<file path="src/rtl/cmr_pkg.sv">
package cmr_pkg;

    localparam int RSP_MAX_BYTES = 28;
    localparam int RSP_MAX_DW    = RSP_MAX_BYTES / 4;
    localparam int NDW_W         = $clog2(RSP_MAX_DW + 1);
    localparam int CAP_BYTES     = 28;
    localparam int STAT_BYTES    = 18;
    localparam int ACK_BYTES     = 12;

    typedef struct packed {
        logic [15:0] vendor;
        logic [7:0]  obj_type;
        logic [7:0]  version;
        logic [63:0] avail_caps;
        logic [63:0] enabled_caps;
        logic [31:0] status_caps;
        logic [15:0] cache_size;
        logic [7:0]  cache_units;
        logic [7:0]  last_action;
    } cfg_t;

    typedef struct packed {
        logic [7:0] code;
        logic       hdr_ok;
        logic       has_code;
    } req_info_t;

    typedef struct packed {
        logic [RSP_MAX_BYTES-1:0][7:0] bytes;
        logic [NDW_W-1:0]              ndw;
    } rsp_img_t;

    function automatic logic [NDW_W-1:0] dw_round(int nbytes);
        return NDW_W'((nbytes + 3) / 4);
    endfunction

    function automatic rsp_img_t build_rsp(req_info_t r, cfg_t c);
        rsp_img_t   img;
        int         sz;
        logic [7:0] code;
        logic [7:0] status;
        img    = '0;
        code   = r.has_code ? r.code : 8'hFF;
        status = 8'h00;
        if (!r.has_code || !r.hdr_ok) begin
            sz     = ACK_BYTES;
            status = 8'h02;
        end else if (code == 8'h00) begin
            sz = CAP_BYTES;
        end else if (code == 8'h01) begin
            sz = STAT_BYTES;
        end else begin
            sz     = ACK_BYTES;
            status = (code <= c.last_action) ? 8'h00 : 8'h01;
        end
        img.ndw      = dw_round(sz);
        img.bytes[0] = c.vendor[7:0];
        img.bytes[1] = c.vendor[15:8];
        img.bytes[2] = c.obj_type;
        img.bytes[4] = 8'(img.ndw);
        img.bytes[8] = code;
        img.bytes[9] = c.version;
        if (sz == CAP_BYTES) begin
            img.bytes[10] = 8'h1C;
            img.bytes[11] = 8'h00;
            for (int i = 0; i < 8; i++) begin
                img.bytes[12 + i] = c.avail_caps[8*i +: 8];
                img.bytes[20 + i] = c.enabled_caps[8*i +: 8];
            end
        end else if (sz == STAT_BYTES) begin
            img.bytes[10] = 8'h14;
            for (int i = 0; i < 4; i++)
                img.bytes[11 + i] = c.status_caps[8*i +: 8];
            img.bytes[15] = c.cache_size[7:0];
            img.bytes[16] = c.cache_size[15:8];
            img.bytes[17] = c.cache_units;
        end else begin
            img.bytes[10] = 8'(ACK_BYTES);
            img.bytes[11] = status;
        end
        return img;
    endfunction

endpackage

</file>
<file path="src/rtl/cmr_req_parse.sv">
module cmr_req_parse
    import cmr_pkg::*;
#(
    parameter logic [15:0] VENDOR_ID = 16'h1E98,
    parameter logic [7:0]  OBJ_TYPE  = 8'h00
) (
    input  logic        clk,
    input  logic        rst,
    input  logic        accept_en,
    input  logic        req_valid,
    input  logic [31:0] req_data,
    input  logic        req_last,
    output logic        req_ready,
    output logic        obj_done,
    output req_info_t   info
);
    logic [1:0] beat_q;
    logic       hdr_ok_q;
    logic       has_code_q;
    logic [7:0] code_q;
    logic       fire;
    logic       cur_match;

    assign req_ready = accept_en;
    assign fire      = req_valid && req_ready;
    assign obj_done  = fire && req_last;
    assign cur_match = (req_data[15:0] == VENDOR_ID) && (req_data[23:16] == OBJ_TYPE);

    always_comb begin
        info.hdr_ok   = (beat_q == 2'd0) ? cur_match : hdr_ok_q;
        info.has_code = (beat_q == 2'd2) ? 1'b1 : has_code_q;
        info.code     = (beat_q == 2'd2) ? req_data[7:0] : code_q;
    end

    always_ff @(posedge clk) begin
        if (rst) begin
            beat_q     <= 2'd0;
            hdr_ok_q   <= 1'b0;
            has_code_q <= 1'b0;
            code_q     <= 8'h00;
        end else if (fire) begin
            if (req_last) begin
                beat_q     <= 2'd0;
                has_code_q <= 1'b0;
            end else begin
                if (beat_q != 2'd3) beat_q <= beat_q + 2'd1;
                if (beat_q == 2'd0) begin
                    hdr_ok_q   <= cur_match;
                    has_code_q <= 1'b0;
                end
                if (beat_q == 2'd2) begin
                    code_q     <= req_data[7:0];
                    has_code_q <= 1'b1;
                end
            end
        end
    end

    AST_READY_IDLE: assert property (@(posedge clk) disable iff (rst)
        obj_done |=> !req_ready) else $error("ready after last");

endmodule

</file>
<file path="src/rtl/cmr_rsp_stream.sv">
module cmr_rsp_stream
    import cmr_pkg::*;
(
    input  logic        clk,
    input  logic        rst,
    input  logic        load,
    input  rsp_img_t    img_in,
    input  logic        rsp_ready,
    output logic        rsp_valid,
    output logic [31:0] rsp_data,
    output logic        rsp_last,
    output logic        busy
);
    rsp_img_t         img_q;
    logic [NDW_W-1:0] idx_q;
    logic             busy_q;

    assign busy      = busy_q;
    assign rsp_valid = busy_q;
    assign rsp_data  = img_q.bytes[{idx_q, 2'b00} +: 4];
    assign rsp_last  = busy_q && (idx_q == img_q.ndw - NDW_W'(1));

    always_ff @(posedge clk) begin
        if (rst) begin
            img_q  <= '0;
            idx_q  <= '0;
            busy_q <= 1'b0;
        end else if (load && !busy_q) begin
            img_q  <= img_in;
            idx_q  <= '0;
            busy_q <= 1'b1;
        end else if (busy_q && rsp_ready) begin
            if (rsp_last) begin
                busy_q <= 1'b0;
                idx_q  <= '0;
            end else begin
                idx_q <= idx_q + NDW_W'(1);
            end
        end
    end

    AST_IDX_RANGE: assert property (@(posedge clk) disable iff (rst)
        busy_q |-> (idx_q < img_q.ndw)) else $error("index past end");

endmodule

</file>
<file path="src/rtl/cmpl_mbox_responder.sv">
module cmpl_mbox_responder
    import cmr_pkg::*;
#(
    parameter logic [15:0] VENDOR_ID    = 16'h1E98,
    parameter logic [7:0]  OBJ_TYPE     = 8'h00,
    parameter logic [7:0]  RSP_VERSION  = 8'h01,
    parameter logic [63:0] AVAIL_CAPS   = 64'h3,
    parameter logic [63:0] ENABLED_CAPS = 64'h3,
    parameter logic [31:0] STATUS_CAPS  = 32'h3,
    parameter logic [15:0] CACHE_SIZE   = 16'h0,
    parameter logic [7:0]  CACHE_UNITS  = 8'h0,
    parameter logic [7:0]  LAST_ACTION  = 8'h0E
) (
    input  logic        clk,
    input  logic        rst,
    input  logic        req_valid,
    output logic        req_ready,
    input  logic [31:0] req_data,
    input  logic        req_last,
    output logic        rsp_valid,
    input  logic        rsp_ready,
    output logic [31:0] rsp_data,
    output logic        rsp_last
);
    localparam cfg_t CFG = '{
        vendor:       VENDOR_ID,
        obj_type:     OBJ_TYPE,
        version:      RSP_VERSION,
        avail_caps:   AVAIL_CAPS,
        enabled_caps: ENABLED_CAPS,
        status_caps:  STATUS_CAPS,
        cache_size:   CACHE_SIZE,
        cache_units:  CACHE_UNITS,
        last_action:  LAST_ACTION
    };

    logic      busy;
    logic      obj_done;
    req_info_t info;
    rsp_img_t  img;

    cmr_req_parse #(
        .VENDOR_ID (VENDOR_ID),
        .OBJ_TYPE  (OBJ_TYPE)
    ) u_parse (
        .clk       (clk),
        .rst       (rst),
        .accept_en (!busy),
        .req_valid (req_valid),
        .req_data  (req_data),
        .req_last  (req_last),
        .req_ready (req_ready),
        .obj_done  (obj_done),
        .info      (info)
    );

    assign img = build_rsp(info, CFG);

    cmr_rsp_stream u_stream (
        .clk       (clk),
        .rst       (rst),
        .load      (obj_done),
        .img_in    (img),
        .rsp_ready (rsp_ready),
        .rsp_valid (rsp_valid),
        .rsp_data  (rsp_data),
        .rsp_last  (rsp_last),
        .busy      (busy)
    );

    // Port-side monitor state for the checks below.
    logic                 mon_first;
    logic [NDW_W-1:0]     mon_cnt;
    logic [31:0]          mon_len;

    always_ff @(posedge clk) begin
        if (rst) begin
            mon_first <= 1'b1;
            mon_cnt   <= '0;
            mon_len   <= '0;
        end else if (rsp_valid && rsp_ready) begin
            mon_first <= rsp_last;
            mon_cnt   <= rsp_last ? '0 : mon_cnt + NDW_W'(1);
            if (mon_cnt == NDW_W'(1)) mon_len <= rsp_data;
        end
    end

    AST_HDR_FIRST: assert property (@(posedge clk) disable iff (rst)
        (rsp_valid && mon_first) |-> (rsp_data == {8'h00, OBJ_TYPE, VENDOR_ID}))
        else $error("bad header dword");

    AST_LEN_MATCH: assert property (@(posedge clk) disable iff (rst)
        (rsp_valid && rsp_ready && rsp_last) |-> ((32'(mon_cnt) + 32'd1) == mon_len))
        else $error("length mismatch");

    AST_RSP_HOLD: assert property (@(posedge clk) disable iff (rst)
        (rsp_valid && !rsp_ready) |=> (rsp_valid && $stable(rsp_data) && $stable(rsp_last)))
        else $error("output moved under stall");

    AST_START_AFTER_REQ: assert property (@(posedge clk) disable iff (rst)
        $rose(rsp_valid) |-> $past(req_valid && req_ready && req_last))
        else $error("response without request");

    AST_NO_ACCEPT_BUSY: assert property (@(posedge clk) disable iff (rst)
        rsp_valid |-> !req_ready) else $error("accepting while responding");

endmodule

</file>
<file path="config.mk">
export PLATFORM = sky130hd
export DESIGN_NAME = cmpl_mbox_responder
export DESIGN_NICKNAME = d
export VERILOG_FILES = /design/src/rtl/cmr_pkg.sv /design/src/rtl/cmr_req_parse.sv /design/src/rtl/cmr_rsp_stream.sv /design/src/rtl/cmpl_mbox_responder.sv
export SDC_FILE = /design/constraint.sdc
export NUM_CORES = 1
export LEC_CHECK = 0
export ABC_AREA = 1
export BUFFER_PORTS_ARGS = -buffer_cell sky130_fd_sc_hd__buf_4
export CELL_PAD_IN_SITES_DETAIL_PLACEMENT = 1
export CELL_PAD_IN_SITES_GLOBAL_PLACEMENT = 2
export CORE_AREA = 2 2 130 228
export CTS_CLUSTER_SIZE = 20
export DETAILED_ROUTE_END_ITERATION = 8
export DIE_AREA = 0 0 132 230
export PLACE_DENSITY = 0.95
export SYNTH_ARGS = -nofsm -noshare
export SYNTH_HDL_FRONTEND = slang
export SYNTH_HIERARCHICAL = 1
export SYNTH_SLANG_ARGS = --single-unit
export TNS_END_PERCENT = 5
</file>
<file path="constraint.sdc">
create_clock -name clk -period 5.1 [get_ports clk]
set_input_delay 1.02 -clock clk [delete_from_list [all_inputs] [get_ports clk]]
set_output_delay 1.02 -clock clk [all_outputs]
set_load 0.03 [all_outputs]
</file>
==> metrics.md, run 1 <==
| Metric | Value |
|---|---|
| Mux cell area share after synthesis | 0% |
| Root Driver | clkbuf_16 |
| Clock net sink count | 243 |
| Average wire per standard cell | 14.5 microns |
| Worst-path clk slew | 0.07 ns |
| Synth top area share | 44.3% |
| VDD IR max | 307 uV |
| Leakage power | 5.34 nW |
| Core area | 28400 sq um |
| Cell area after layout | 13000 sq um |
| Final worst setup slack | 1.17 ns |
| Crit-path max FO | 52 |
| RSZ-0062 raised after global routing | false |
| Layout cells sized above 1 | 7.86% |
| Area of the multi-input gates | 6110 sq um |
| Synth Area in Simple Gates | 27.8% |
| CTS tree | done |
| R2R depth | 9 |
| Wl on met1 | 13.8 mm |
| Warnings, synthesis | 6 |
| DPL Wire Length | 18.5 mm |
| Starting Density | 38.7% |
| Non-Filler Instances | 2198 |
| Vias per cell | 4.88 |
| Sequential-to-total area share from yosys stat | 44.3% |
| Fill cell count | 3823 |
| Initial antenna violation count | 0 |
| H-tree depth | 1 |
| Fmax | 255 MHz |
| Max Used Layer | met4 |
| Skew final | 0.0161 ns |
| Total negative slack | 0 ns |
| Max clock buf depth | 3 |
| Compound-Gate Fraction of Synth Area | 19.8% |
| Rel. slew slack | 29.9% |
| Maxcap violations | 0 |
| WS Path Type | register to output pin |
| Final Power | 4.29 mW |
| CP Data Arrival Time | 2.91 ns |
| Power Dens Cells | 331 nW/um^2 |
| Post-Synthesis Cells | 1622 |
| GRT overflow | 0 |
| Setup bufs post-CTS | 0 |
| Max-slew violations | 0 |
| ANT cells | 0 |
| I/O pin cnt | 72 |
| Worst stage delay on the critical path | 0.54 ns |
| Post-synth cell types | 32 |
| First-pass GRT wire length | 54.3 mm |
| Synth Area in Adders | 0.569% |
| FF-to-FF End | u_stream/img_q[100] |
| Final core occ | 45.6% |
| Number of hold violations in the final report | 0 |
| Port buffer count | 63 |
| Routability congestion estimate | 0.730 |
| Worst Hold Class | register to register |
| Crit start category | register |
| Gr usage total | 21.3% |
| Final Net Count | 1847 |
| Reg-to-reg slack, setup | 2.45 ns |
| Worst EP required | 4.08 ns |
| Avg Inst Size Synth | 6.78 sq um |
| Post-layout min period | 3.93 ns |
| FF/Latch Area | 4870 sq um |
| Clock Latency Late Sink | 0.54 ns |
| Area after DPL | 12200 sq um |
| Vias in the first global route | 11186 |
| Die ar. | 30400 sq um |
| CP delay by family, top | buffers and inverters |
| Iteration-0 DRC Markers | 509 |
| Synthesis-stage register bit count | 243 |
| Main combinational cell family by area after synthesis | simple AND/OR/NAND/NOR gates |
| Crit end category | output pin |
| Hold_sp | u_stream/img_q[147] |
| Post-synthesis cell area | 11000 sq um |
| CP cell instances | inv_4 > buf_4 > o21ai_0 > o22ai_1 > nand2_1 > nand2_1 > buf_4 |
| Worst path slowest cell | inv_4 |
| Worst-Margin Slew | 1.05 ns |
| WL met2 | 16.8 mm |
| Hold path depth | 2 |
| Num rows | 82 |
| Final period utilization | 77.0% |
| Hold WS | 0.458 ns |
| Yosys top cell by area | dfxtp_1 |
| R2R Path Start | u_parse/beat_q[0] |
| DRC Markers | 0 |
| Die span in y | 230 microns |
| Die W | 132 microns |
| TritonCTS Buffers | 24 |
| Endpoint of the worst hold path | u_stream/img_q[147] |
| Top post-synthesis cells by area | dfxtp_1 (44%), nand2_1 (20%), a21oi_1 (11%) |
| Number of placed instances with taps included | 2157 |
| Via Count | 10729 |
| Pin count of the biggest net entering global routing | 134 |
| CTS Hold Buffers Added | 0 |
| ANT nets after route | 0 |
| First-pass DRT Iterations | 4 |
| Outcome | completed |
| XOR/XNOR Fraction of Synth Area | 0.239% |
| Final count of negative-setup-slack endpoints | 0 |
| Setup Slack @ Placement | 1.81 ns |
| Routed wire length | 31.9 mm |
| CP bufs+invs | 3 |
| Area Overhead vs Synth | 18.0% |
| Post-cts resize count | 0 |
| Wire length on met3 | 773 microns |
==> worst min-delay path, cell delays in order (launching register included) <==
cell,delay (ns)
dfxtp_1,0.31
nand2_1,0.06
a21oi_1,0.05
==> final cells by class <==
| class | count | share of cell area (%) |
|---|---|---|
| inverter | 47 | 1.42 |
| clock buffer | 35 | 5.34 |
| multi-input combinational | 1411 | 47.1 |
| clock inverter | 6 | 0.232 |
| timing repair buffer | 78 | 4.74 |
| sequential | 243 | 37.5 |
| tap | 378 | 3.65 |
==> Yosys cell counts <==
cell type / n
o21ai_0: 106
inv_1: 43
nand3_2: 1
o21ai_2: 10
nand3b_1: 1
xor2_1: 3
a211oi_1: 3
buf_6: 3
o21ai_1: 33
o31ai_1: 1
conb_1: 2
buf_1: 5
or2_2: 1
a21oi_1: 233
clkbuf_1: 52
buf_2: 54
nand2_2: 5
nand3_1: 40
buf_8: 1
nand4_1: 1
nand2_1: 594
dfxtp_1: 243
ha_1: 5
clkbuf_2: 1
nor2_2: 1
nand3_4: 2
o22ai_1: 32
nor2_4: 4
nor2_1: 127
inv_2: 4
and2_1: 1
buf_4: 10
==> cell usage in the layout (no fill, tap or decap), types with 33 or more instances in the layout <==
cell     synthesis  final
nand2_1        594    594
dfxtp_1        243    241
a21oi_1        233    233
conb_1           2    207
nor2_1         127    127
o21ai_0        106    106
buf_4           10     75
inv_1           43     42
nand3_1         40     40
o21ai_1         33     33
==> routing by layer <==
layer | vias up | GRT usage (%)
li1 | 5387 | -
met1 | 5231 | 24.7
met2 | 80 | 40.7
met3 | 31 | 2.65
met4 | 0 | 5.67
met5 | - | 0
==> flip-flops by register name, indices dropped and copies added (netlist names) <==
signal / count
u_parse/has_code_q: 1
u_stream/idx_q: 3
u_parse/beat_q: 2
u_parse/hdr_ok_q: 1
u_stream/busy: 1
u_parse/code_q: 8
u_stream/img_q: 227
==> worst max path at each step <==
stage,cells after the start,startpoint,end,slack (ns)
2_1_floorplan,7,u_stream/idx_q[0],rsp_data[17],2.76
3_3_place_gp,7,u_stream/idx_q[0],rsp_data[9],1.83
3_5_place_dp,7,u_stream/idx_q[0],rsp_data[9],1.81
4_1_cts,7,u_stream/idx_q[0],rsp_data[9],1.20
5_1_grt,7,u_stream/idx_q[0],rsp_data[9],1.0
6_report,7,u_stream/idx_q[0],rsp_data[9],1.17
==> cell families (layout without fill, tap and decap cells) <==
group	count (synthesis)	in the layout
flops	243	243
simple gates	778	778
buf+inv	173	166
compound gates	418	418
other cells	2	207
fa+ha+maj	5	5
xor+xnor	3	3
==> report_power, final <==
group          switching [mW]  total (mW)  internal (mW)
sequential             0.0509        2.04           1.99
combinational           0.386       0.563          0.178
clock                   0.751        1.69          0.938
(Power assumes the default switching activity.)
==> run 2, diff against run 1 <==
Settings changed: ABC_AREA 1 to 0, CORE_AREA 2 2 130 228 to 2 2 135 236, DIE_AREA 0 0 132 230 to 0 0 137 238, PLACE_DENSITY 0.95 to 0.9.
Clock period 5.1 ns to 3.45 ns, I/O delays scaled along.
==> metrics.md, run 2 <==
| Metric | Value |
|---|---|
| Number of hold violations in the final report | 0 |
| Hold WS | 0.378 ns |
| First-pass DRT Iterations | 4 |
| R2R depth | 7 |
| Routability congestion estimate | 0.709 |
| Yosys top cell by area | dfxtp_1 |
| Crit end category | output pin |
| DRC Markers | 0 |
| Post-synth top flop | dfxtp_1 |
| Most frequent cell after synthesis | nand2_1 |
| Synth top area share | 45.7% |
| Max clock buf depth | 3 |
| Final count of negative-setup-slack endpoints | 0 |
| Setup Slack @ Placement | 0.718 ns |
| Final period utilization | 88.3% |
| Synth async-reset ratio | 0% |
| Largest regs | u_stream/img_q: 227 flops, u_parse/code_q: 8 flops, u_stream/idx_q: 3 flops |
| ANT nets after route | 0 |
| GR Layer Usage met2 | 33.5% |
| WS Path Type | register to output pin |
| Area Overhead vs Synth | 21.6% |
| Top post-synthesis cells by area | dfxtp_1 (46%), nand2_1 (16%), a21oi_1 (12%) |
| Iteration-0 DRC Markers | 380 |
| TritonCTS Buffers | 24 |
| CTS tree | done |
| CTS Hold Buffers Added | 0 |
| Final Net Count | 1556 |
| Root Driver | clkbuf_16 |
| Max-slew violations | 0 |
| Num rows | 85 |
| GR Util met1 | 20.4% |
| Worst-path clk slew | 0.06 ns |
| FF-to-FF End | u_stream/img_q[36] |
| Core area | 30600 sq um |
| Post-synthesis cell area | 10600 sq um |
| Reg-to-reg slack, setup | 0.73 ns |
| Max FFs per register | 227 |
| Commonest non-fill, non-tap cells in the layout | nand2_1 (462), a21oi_1 (258), dfxtp_1 (240) |
| Layout cells sized above 1 | 11.6% |
| Die span in y | 238 microns |
| Post-layout min period | 3.05 ns |
| GRT overflow | 0 |
| Via Count | 9086 |
| Initial antenna violation count | 0 |
| Biggest register | u_stream/img_q |
| R2R Path Start | u_parse/beat_q[0] |
| Setup bufs post-CTS | 0 |
| Sequential-to-total area share from yosys stat | 45.7% |
| Leakage power | 4.93 nW |
| Worst-Margin Slew | 0.778 ns |
| Endpoint of the worst hold path | u_stream/idx_q[0] |
| Gr busiest metal | met2 |
| Post-Synthesis Cells | 1305 |
| Rel. slew slack | 48.1% |
| First-pass GRT wire length | 46.8 mm |
| H-tree depth | 1 |
| Post-cts resize count | 0 |
| Hold_sp | rsp_ready |
| Starting Density | 34.7% |
| Outcome | completed |
| I/O pin cnt | 72 |
| Gr usage total | 17.6% |
| DPL Wire Length | 17.5 mm |
| CP Data Arrival Time | 2.36 ns |
| Crit-path max FO | 19 |
| Post-synth EDFFs | 0 |
| Die ar. | 32600 sq um |
| Average wire per standard cell | 14.6 microns |
| Power Dens Cells | 486 nW/um^2 |
| Final Power | 6.29 mW |
| Met3 usage | 1.55% |
| Skew final | 0.00627 ns |
| Worst EP required | 2.76 ns |
| Routed wire length | 27.9 mm |
| Port buffer count | 63 |
| VDD IR max | 350 uV |
| Clock net sink count | 243 |
| ANT cells | 0 |
| Fmax | 328 MHz |
| Hold path depth | 2 |
| Clock Latency Late Sink | 0.53 ns |
| Post-synth cell types | 47 |
| Post-synth top cells | nand2_1 (462), a21oi_1 (258), dfxtp_1 (243) |
| Crit start category | register |
| Total negative slack | 0 ns |
| Die W | 137 microns |
| Worst Hold Class | primary input to register |
| RSZ-0062 raised after global routing | false |
| Vias in the first global route | 9620 |
| Vias per cell | 4.73 |
| Synthesis-stage register bit count | 243 |
| Final worst setup slack | 0.404 ns |
| Most common cell after layout, fill and taps aside | nand2_1 |
| Maxcap violations | 0 |
| Avg Inst Size Synth | 8.15 sq um |
| Pin count of the biggest net entering global routing | 97 |
| Warnings, synthesis | 6 |
run 2: cell types whose count changed after synthesis, moves of 35 or more:
| cell | previous run | this run |
|---|---|---|
| nor2_1 | 127 | 49 |
| nand2_1 | 594 | 462 |
| o21ai_0 | 106 | 0 |
| inv_1 | 43 | 8 |
| nand3_1 | 40 | 1 |
run 2: power by group:
part	internal (mW)	leakage (nW)	switching, mW	total [mW]
Combinational	0.246	2.57	0.420	0.666
Sequential	2.94	1.98	0.0714	3.01
Clock	1.50	0.378	1.11	2.62
Total	4.69	4.93	1.60	6.29
run 2: layout make-up:
cell class / count / area (sq um)
multi-input cells: 1149 / 5990
well taps: 391 / 489
flip-flops and latches: 243 / 4870
clock buffers: 37 / 721
inverters: 8 / 30.0
fillers: 3772 / 17700
repair buffers: 88 / 790
clock inverters: 4 / 45.0
run 2: metal layers:
layer | share of wire (%) | vias to the layer above | wire (microns)
met5 | 0 | - | 0
met4 | 1.7 | 0 | 488
met3 | 1.8 | 30 | 514
met2 | 54 | 61 | 15100
met1 | 42 | 4399 | 11800
li1 | - | 4596 | -
run 2: critical path: stages, from the launching register on:
cell	delay, ns
dfxtp_2	0.62
nor2b_2	0.25
buf_4	0.30
a2bb2oi_1	0.12
a21oi_1	0.29
buf_4	0.22
run 2: cell families (layout without fill, tap and decap cells):
family / count (synthesis) / after routing / synth area share (%)
other cells: 2 / 207 / 0.0706
simple gates: 558 / 558 / 21.2
compound gates: 298 / 298 / 15.4
flops: 243 / 243 / 45.7
fa+ha+maj: 5 / 5 / 0.588
xor+xnor: 4 / 4 / 0.470
buf+inv: 118 / 137 / 5.35
mux: 77 / 77 / 11.2
run 2: worst max path at each step:
stage	startpoint	to	slack (ns)	cells after the start
floorplan	u_stream/idx_q[2]	rsp_last	0.76	3
detailed placement	u_parse/beat_q[0]	u_stream/img_q[36]	0.72	7
global placement	req_data[5]	u_stream/img_q[36]	0.73	9
global route	u_stream/idx_q[0]	rsp_data[25]	0.23	5
CTS	u_stream/idx_q[0]	rsp_data[26]	0.28	5
finish	u_stream/idx_q[0]	rsp_data[25]	0.40	5
run 2: through the flow:
stage	area, sq um	cells	utilization, %
after floorplan	11400	1510	-
after global placement	12200	1879	39.7
after detailed placement	12200	1879	39.7
after CTS	12900	1920	42.2
after global routing	12900	1920	42.2
final	12900	1920	42.2
==> run 3, diff against run 2 <==
Settings changed: ABC_AREA 0 to 1, CORE_AREA 2 2 135 236 to 2 2 141 247, DIE_AREA 0 0 137 238 to 0 0 143 249, PLACE_DENSITY 0.9 to 0.91.
==> metrics.md, run 3 (synthesis results as in run 1) <==
| Metric | Value |
|---|---|
| Worst Setup SP | u_stream/idx_q[0] |
| CTS tree | done |
| WS Path Type | register to output pin |
| Area Overhead vs Synth | 20.9% |
| Rel. slew slack | 50.7% |
| Root Driver | clkbuf_16 |
| Iteration-0 DRC Markers | 495 |
| Biggest register | u_stream/img_q |
| Final period utilization | 87.9% |
| VDD IR max | 365 uV |
| Crit start category | register |
| Num rows | 89 |
| Worst-Margin Slew | 0.740 ns |
| Commonest non-fill, non-tap cells in the layout | nand2_1 (594), dfxtp_1 (241), a21oi_1 (233) |
| Clock Latency Late Sink | 0.53 ns |
| Max clock buf depth | 3 |
| CTS Hold Buffers Added | 0 |
| Power Dens Cells | 504 nW/um^2 |
| Cell area after layout | 13300 sq um |
| Worst Hold Class | register to register |
| Pin count of the biggest net entering global routing | 158 |
| RSZ-0062 raised after global routing | false |
| Hold_sp | u_stream/img_q[51] |
| ANT nets after route | 0 |
| Max FFs per register | 227 |
| H-tree depth | 1 |
| Die ar. | 35600 sq um |
| Worst-path clk slew | 0.07 ns |
| ANT cells | 0 |
| First-pass DRT Iterations | 4 |
| Largest regs | u_stream/img_q: 227 flops, u_parse/code_q: 8 flops, u_stream/idx_q: 3 flops |
| Number of hold violations in the final report | 0 |
| Outcome | completed |
| Final count of negative-setup-slack endpoints | 0 |
| Core area | 33500 sq um |
| GRT overflow | 0 |
| Number of placed instances with taps included | 2242 |
| Post-layout min period | 3.03 ns |
| Routability congestion estimate | 0.737 |
| Area after DPL | 12500 sq um |
| Total negative slack | 0 ns |
| I/O pin cnt | 72 |
| Clock net sink count | 243 |
| Switching share of power | 27.3% |
| Setup bufs post-CTS | 0 |
| Vias per cell | 4.72 |
| Crit end category | output pin |
| Via Count | 10799 |
| Reg-to-reg slack, setup | 1.08 ns |
| Starting Density | 32.8% |
| Non-Filler Instances | 2286 |
| Combinational power share | 12.9% |
| Worst EP required | 2.76 ns |
| Port buffer count | 63 |
| Fmax | 330 MHz |
| P_sw | 1.83 mW |
| Routed wire length | 33.0 mm |
| Max-slew violations | 0 |
| Final worst setup slack | 0.416 ns |
| Share of power burned in registers | 44.9% |
| CP Data Arrival Time | 2.34 ns |
| Most common cell after layout, fill and taps aside | nand2_1 |
| Skew final | 0.0155 ns |
| Post-cts resize count | 0 |
| Gr usage total | 18.7% |
| Crit-path max FO | 58 |
| Int Power | 4.87 mW |
| DPL Wire Length | 19.3 mm |
| Final Power | 6.70 mW |
| Initial antenna violation count | 0 |
| Maxcap violations | 0 |
| Hold WS | 0.458 ns |
| Setup Slack @ Placement | 0.991 ns |
| Layout cells sized above 1 | 8.63% |
| Average wire per standard cell | 14.4 microns |
| First-pass GRT wire length | 55.2 mm |
| Leakage power | 5.46 nW |
| DRC Markers | 0 |
| Vias in the first global route | 11197 |
| Final core occ | 39.7% |
| Part of the power in the clock network | 42.2% |
| Die W | 143 microns |
| Die span in y | 249 microns |
| TritonCTS Buffers | 24 |
| Final Net Count | 1855 |
| R2R Path Start | u_parse/beat_q[0] |
run 3: final cells by class:
| class | instances | area [sq um] |
|---|---|---|
| Tap cell | 455 | 569 |
| Sequential cell | 243 | 4870 |
| Timing Repair Buffer | 86 | 724 |
| Clock inverter | 11 | 133 |
| Inverter | 47 | 184 |
| Clock buffer | 33 | 706 |
| Multi-Input combinational cell | 1411 | 6110 |
| Fill cell | 4366 | 20200 |
run 3: routing by layer:
layer	vias to the layer above	track usage (%)	routed length [microns]
met4	0	5.77	871
met2	90	34.6	17200
li1	5412	-	-
met3	48	2.17	730
met5	-	0	0
met1	5249	22.0	14100
run 3: final timing paths:
check,depth (start not counted),to
max,8,rsp_data[25]
min,2,u_stream/img_q[51]
min reg2reg,2,u_stream/img_q[51]
max reg2reg,10,u_stream/img_q[164]
run 3: critical path: stages, from the launching register on:
cell and delay [ns]:
dfxtp_4 0.36, inv_4 0.23, buf_12 0.29, buf_4 0.24, o21ai_0 0.09, o22ai_1 0.17
nand2_1 0.07, nand2_1 0.12, buf_4 0.18
run 3: power by group through the flow:
stage	Clock [mW]	Sequential [mW]	Combinational [mW]
after floorplan	0	3.05	0.616
after global placement	0	3.06	0.845
after detailed placement	0	3.07	0.862
after CTS	2.92	3.01	0.866
after global routing	3.02	3.02	0.977
final	2.83	3.01	0.861
